[config.mk]
export PLATFORM = sky130hd
export DESIGN_NAME = win_adapter
export DESIGN_NICKNAME = d
export VERILOG_FILES = /design/src/rtl/win_pkg.sv /design/src/rtl/win_window.sv /design/src/rtl/win_mailbox.sv /design/src/rtl/win_adapter.sv
export SDC_FILE = /design/constraint.sdc
export NUM_CORES = 1
export LEC_CHECK = 0
export BUFFER_PORTS_ARGS = -buffer_cell sky130_fd_sc_hd__buf_2
export CAP_MARGIN = 25
export CORE_UTILIZATION = 51
export DETAILED_ROUTE_END_ITERATION = 6
export PLACE_DENSITY = 0.8
export REMOVE_ABC_BUFFERS = 1
export SETUP_SLACK_MARGIN = 0.05
export SYNTH_ARGS = -nofsm -noshare
export SYNTH_HDL_FRONTEND = slang
export SYNTH_SLANG_ARGS = --single-unit
[constraint.sdc]
create_clock -name clk -period 2.14 [get_ports clk]
set_clock_uncertainty 0.15 [all_clocks]
set_input_delay 0.214 -clock clk [delete_from_list [all_inputs] [get_ports clk]]
set_output_delay 0.214 -clock clk [all_outputs]
set_load 0.05 [all_outputs]
[src/rtl/win_pkg.sv]
package win_pkg;
  typedef enum logic [1:0] {
    ST_IDLE  = 2'd0,
    ST_FETCH = 2'd1,
    ST_STORE = 2'd2
  } win_state_e;

  localparam logic [1:0] SEL_PTR  = 2'd0;
  localparam logic [1:0] SEL_DATA = 2'd1;
  localparam logic [1:0] SEL_MBOX = 2'd2;
  localparam logic [1:0] SEL_STAT = 2'd3;
endpackage

[src/rtl/win_window.sv]
module win_window #(
  parameter int ADDR_W = 16,
  parameter int DATA_W = 8
) (
  input  logic              clk,
  input  logic              rst,
  input  logic              ptr_wr,
  input  logic [ADDR_W-1:0] ptr_wval,
  input  logic              dat_rd,
  input  logic              dat_wr,
  input  logic [DATA_W-1:0] dat_wval,
  output logic              idle,
  output logic [ADDR_W-1:0] ptr,
  output logic [DATA_W-1:0] dbuf,
  output logic              mst_req,
  output logic              mst_we,
  output logic [ADDR_W-1:0] mst_addr,
  output logic [DATA_W-1:0] mst_wdata,
  input  logic              mst_done,
  input  logic [DATA_W-1:0] mst_rdata
);
  import win_pkg::*;

  win_state_e        state;
  logic [ADDR_W-1:0] wr_addr;
  logic [DATA_W-1:0] wbyte;

  always_ff @(posedge clk) begin
    if (rst) begin
      state   <= ST_FETCH;
      ptr     <= '0;
      wr_addr <= '0;
      dbuf    <= '0;
      wbyte   <= '0;
    end else begin
      case (state)
        ST_IDLE: begin
          if (ptr_wr) begin
            ptr   <= ptr_wval;
            state <= ST_FETCH;
          end else if (dat_rd) begin
            ptr   <= ptr + 1'b1;
            state <= ST_FETCH;
          end else if (dat_wr) begin
            wr_addr <= ptr;
            wbyte   <= dat_wval;
            ptr     <= ptr + 1'b1;
            state   <= ST_STORE;
          end
        end
        ST_FETCH: if (mst_done) begin
          dbuf  <= mst_rdata;
          state <= ST_IDLE;
        end
        ST_STORE: if (mst_done) state <= ST_FETCH;
        default:  state <= ST_IDLE;
      endcase
    end
  end

  assign idle      = (state == ST_IDLE);
  assign mst_req   = (state != ST_IDLE);
  assign mst_we    = (state == ST_STORE);
  assign mst_addr  = (state == ST_STORE) ? wr_addr : ptr;
  assign mst_wdata = wbyte;

  AST_REQ_HOLD: assert property (@(posedge clk) disable iff (rst)
    (mst_req && !mst_done) |=> (mst_req && $stable(mst_addr) && $stable(mst_we)));
  AST_PTR_STEP: assert property (@(posedge clk) disable iff (rst)
    (idle && (dat_rd || dat_wr) && !ptr_wr) |=> (ptr == $past(ptr) + 1'b1));
  AST_STORE_THEN_FETCH: assert property (@(posedge clk) disable iff (rst)
    (mst_req && mst_we && mst_done) |=> (mst_req && !mst_we));
endmodule

[src/rtl/win_mailbox.sv]
module win_mailbox #(
  parameter int ADDR_W   = 16,
  parameter int DATA_W   = 8,
  parameter int SEL_W    = 4,
  parameter int POST_OFS = 1
) (
  input  logic              clk,
  input  logic              rst,
  input  logic              slv_req,
  input  logic              slv_we,
  input  logic [ADDR_W-1:0] slv_addr,
  input  logic [DATA_W-1:0] slv_wdata,
  output logic              slv_done,
  input  logic              clr,
  output logic              locked,
  output logic [SEL_W-1:0]  sender,
  output logic [DATA_W-1:0] mbyte
);
  localparam int LOW_W = ADDR_W - SEL_W;

  logic hit;
  assign hit      = slv_req && slv_we &&
                    (slv_addr[LOW_W-1:0] == LOW_W'(POST_OFS));
  assign slv_done = hit && !locked;

  always_ff @(posedge clk) begin
    if (rst) begin
      locked <= 1'b0;
      sender <= '0;
      mbyte  <= '0;
    end else if (slv_done) begin
      locked <= 1'b1;
      sender <= slv_addr[ADDR_W-1:LOW_W];
      mbyte  <= slv_wdata;
    end else if (clr) begin
      locked <= 1'b0;
    end
  end

  AST_ACK_LOCKS: assert property (@(posedge clk) disable iff (rst)
    slv_done |=> locked);
  AST_HELD: assert property (@(posedge clk) disable iff (rst)
    (locked && !clr) |=> ($stable(mbyte) && $stable(sender) && locked));
  AST_CLR_UNLOCK: assert property (@(posedge clk) disable iff (rst)
    (locked && clr) |=> !locked);
endmodule

[src/rtl/win_adapter.sv]
module win_adapter #(
  parameter int ADDR_W   = 16,
  parameter int DATA_W   = 8,
  parameter int SEL_W    = 4,
  parameter int POST_OFS = 1
) (
  input  logic              clk,
  input  logic              rst,
  input  logic              hst_valid,
  output logic              hst_ready,
  input  logic              hst_write,
  input  logic [1:0]        hst_sel,
  input  logic [ADDR_W-1:0] hst_wdata,
  output logic [ADDR_W-1:0] hst_rdata,
  output logic              host_irq,
  output logic              mst_req,
  output logic              mst_we,
  output logic [ADDR_W-1:0] mst_addr,
  output logic [DATA_W-1:0] mst_wdata,
  input  logic              mst_done,
  input  logic [DATA_W-1:0] mst_rdata,
  input  logic              slv_req,
  input  logic              slv_we,
  input  logic [ADDR_W-1:0] slv_addr,
  input  logic [DATA_W-1:0] slv_wdata,
  output logic              slv_done
);
  import win_pkg::*;

  logic              idle, locked, ien, acc;
  logic              ptr_wr, dat_rd, dat_wr, mb_clr, st_wr;
  logic [ADDR_W-1:0] ptr;
  logic [DATA_W-1:0] dbuf, mbyte;
  logic [SEL_W-1:0]  sender;

  assign hst_ready = (hst_sel == SEL_PTR || hst_sel == SEL_DATA) ? idle : 1'b1;
  assign acc       = hst_valid && hst_ready;
  assign ptr_wr    = acc &&  hst_write && (hst_sel == SEL_PTR);
  assign dat_rd    = acc && !hst_write && (hst_sel == SEL_DATA);
  assign dat_wr    = acc &&  hst_write && (hst_sel == SEL_DATA);
  assign mb_clr    = acc && !hst_write && (hst_sel == SEL_MBOX);
  assign st_wr     = acc &&  hst_write && (hst_sel == SEL_STAT);

  win_window #(.ADDR_W(ADDR_W), .DATA_W(DATA_W)) u_window (
    .clk(clk), .rst(rst),
    .ptr_wr(ptr_wr), .ptr_wval(hst_wdata),
    .dat_rd(dat_rd), .dat_wr(dat_wr), .dat_wval(hst_wdata[DATA_W-1:0]),
    .idle(idle), .ptr(ptr), .dbuf(dbuf),
    .mst_req(mst_req), .mst_we(mst_we), .mst_addr(mst_addr),
    .mst_wdata(mst_wdata), .mst_done(mst_done), .mst_rdata(mst_rdata)
  );

  win_mailbox #(.ADDR_W(ADDR_W), .DATA_W(DATA_W), .SEL_W(SEL_W),
                .POST_OFS(POST_OFS)) u_mailbox (
    .clk(clk), .rst(rst),
    .slv_req(slv_req), .slv_we(slv_we), .slv_addr(slv_addr),
    .slv_wdata(slv_wdata), .slv_done(slv_done),
    .clr(mb_clr), .locked(locked), .sender(sender), .mbyte(mbyte)
  );

  always_ff @(posedge clk) begin
    if (rst)        ien <= 1'b0;
    else if (st_wr) ien <= hst_wdata[2];
  end

  assign host_irq = locked && ien;

  always_comb begin
    case (hst_sel)
      SEL_PTR:  hst_rdata = ptr;
      SEL_DATA: hst_rdata = ADDR_W'(dbuf);
      SEL_MBOX: hst_rdata = ADDR_W'({sender, mbyte});
      default:  hst_rdata = ADDR_W'({ien, locked, idle});
    endcase
  end

  AST_DATA_STALL: assert property (@(posedge clk) disable iff (rst)
    (hst_valid && hst_sel == SEL_DATA && mst_req) |-> !hst_ready);
  AST_IRQ_CLEAR: assert property (@(posedge clk) disable iff (rst)
    (mb_clr && !slv_done) |=> !host_irq);
endmodule

==> results.cfg <==
[run]
maxCapViolCount = 0

[timing]
tightestPinTransition_ps = 625.9
rsz0062_at_grt = yes
post-route-period-util = 0.9641
slew_viol_final = 0
fmax_mhz = 484.7
slew_headroom = 0.5827
setup_viol = 0
fin_crit_ps = 2063
hold_viol_final = 0
hold_ws_ps = 33.31
tns_ps = 0

[worst_hold_path]
min_path_cells = 3
min_to = u_window.state[1]
hp-start = mst_done
holdCritPathClass = in2reg

[routing]
drt_iter0_drc = 274
drc = 0
drt.antenna.violating_nets = 0
via_per_inst = 5.816
routed_wl_mm = 9.986
wl_per_cell_um = 16.56
route.vias.total = 3507
drtPass1Iterations = 5

[synthesis]
synthFlopType = dfxtp_1
synth_cells = 390
ys_seq_area_frac = 0.3913
syn_avg_cell_area_um2 = 8.396
synth_area_leaders = dfxtp_1 (39%), mux2i_1 (10%), nand2_1 (7.7%)
yosys.area.top_type = dfxtp_1
ys_warn_count = 0
synth_top_area_share = 0.3913
synth_area_um2 = 3274
ys_ff_latch = 64
yosysUniqueCellTypes = 50
synth_edf_count = 0
synthArstFlopShare = 0

[finish]
areaGrowthSynthToFinish_pct = 35.15
fin_cells = 603
diodes = 0
final_common_cell = buf_2
final_cell_mix = buf_2 (101), nand2_1 (66), dfxtp_1 (63)
fin_nets = 582
drive_above_1_share = 0.3163

[setup_path]
cp-start-kind = register
crit_chain = nor2_1 > mux4_2 > buf_2
rr_startpoint = u_window.state[0]
critPathLaunch = u_window.state[0]
reg2reg_depth = 4
crit_required_ps = 1780
critPathArrivalTime_ps = 1700
crit_slowest_cell = dfxtp_1
crit_path_end_kind = output pin
crit_fanout = 7
worstSetupPathType = reg2out
reg2reg_slack_ps = 180
r2r_end = u_window.ptr[11]
cpPeakStageDelay_ps = 510

[cts]
clkSinkCount = 64
cts-root-buf = clkbuf_8
path_clk_slew_ps = 60
cts_buffers = 9
htreeDepth = 3
cts_tree = yes
clk_path_buf_depth = 2
clkLatencyLatePin_ps = 350

[floorplanning]
die_x_um = 82.13
rows = 28
core_area_um2 = 6061
dieArea_um2 = 6745
die_h_um = 82.13
floorplan.initialDensity = 0.5403
top_level_ports = 102

[pwr]
power_frac_comb = 0.147
switching_share = 0.2714
p_per_area_nw_per_um2 = 600.1
p_leak_uw = 0.002008
intPower_uw = 1935
p_sw_uw = 720.6
p_clk_frac = 0.382
p_seq_frac = 0.471
vdd_drop_max_mv = 0.4236

[global_routing]
track_usage = 0.3148
antenna_found_initial = 0
grt_max_degree = 33
grt-ovfl-total = 0
grt_pass1_vias = 3216
grt_pass1_wl_mm = 15.77

[placement]
placed_cells = 558
numPortBuffers = 101
gp_congestion = 0.8998
dpl.hpwl_mm = 6.406

[outcome]
outcome = completed
power groups by stage:
stage          clock, µW  combinational, µW  sequential, µW
3_3_place_gp           0                335            1270
5_1_grt             1070                416            1260
3_5_place_dp           0                340            1280
6_report            1010                390            1250
2_1_floorplan          0                191            1270
4_1_cts             1030                382            1250
how the worst max path moves through the flow:
stage | end | slack (ps)
finish | hst_rdata[0] | 80
global route | hst_rdata[0] | 40
global placement | u_window.ptr[1] | 270
detailed placement | u_window.ptr[5] | 210
floorplan | mst_addr[10] | -1140
CTS | mst_addr[8] | 60
synth_stat cells, drive strengths merged (4+ instances only):
library cell / count
dfxtp: 64
o21ai: 16
nor2: 29
mux2i: 33
clkbuf: 19
mux2: 15
nand4: 8
inv: 5
a21oi: 38
and2: 8
nand3: 9
nand2: 67
a22oi: 5
buf: 13
a31oi: 4
and3: 7
worst max-delay path: cells and delay by family, from the launching register on:
| kind | cells | cell delay (ps) |
|---|---|---|
| AND/OR/NAND/NOR | 1 | 120 |
| flip-flops | 1 | 510 |
| buffers and inverters | 1 | 230 |
| multiplexers | 1 | 500 |
routing by layer:
| metal | vias up | part of all wire | global-route usage |
|---|---|---|---|
| met5 | - | 0 | 0 |
| met3 | 44 | 0.078 | 0.05714 |
| met2 | 189 | 0.49 | 0.5463 |
| met1 | 1619 | 0.40 | 0.3769 |
| met4 | 0 | 0.031 | 0.1421 |
| li1 | 1655 | - | - |
flip-flops by register name, summed over array words and instances (netlist names):
signal / count
ien: 1
u_mailbox.sender: 4
u_window.wr_addr: 16
u_window.ptr: 16
u_window.mst_wdata: 8
u_window.dbuf: 8
u_window.state: 2
u_mailbox.locked: 1
u_mailbox.mbyte: 8
final cells by class:
type	instances	area, µm²
Inverter	5	18.77
Timing Repair Buffer	155	991.0
Multi-Input combinational cell	289	1851
Sequential cell	64	1285
Clock buffer	11	141.4
Clock inverter	4	45.04
Fill cell	455	1635
Tap cell	75	93.84
stage by stage:
| stage | cell area, µm² | power [µW] | worst slack [ps] | utilization |
|---|---|---|---|---|
| 6_report | 4425 | 2656 | 76.74 | 0.7302 |
| 5_1_grt | 4425 | 2741 | 43.48 | 0.7302 |
| 4_1_cts | 4412 | 2663 | 59.45 | 0.7279 |
| 3_5_place_dp | 3920 | 1617 | 212.2 | 0.6468 |
| 3_3_place_gp | 3920 | 1610 | 265.4 | 0.6468 |
| 2_1_floorplan | 3141 | 1463 | -1142 | - |
kinds of logic after synthesis:
logic type      after synthesis  share of synthesized area
compound gates               82                     0.1506
flops                        64                     0.3913
buf+inv                      37                    0.04662
mux                          51                     0.1731
fa+ha+maj                     1                   0.003821
simple gates                154                     0.2319
xor+xnor                      1                   0.002675
repair_timing:
| action | CTS | global route |
|---|---|---|
| resized for setup | 3 | 4 |
| pin swaps | 1 | 0 |
| hold buffers | 29 | 0 |
| buffers inserted | 1 | 0 |
| hold endpoints to repair | 31 | 0 |
| setup endpoints to repair | 15 | 10 |
No activity file was read; power rests on OpenSTA's default activity.
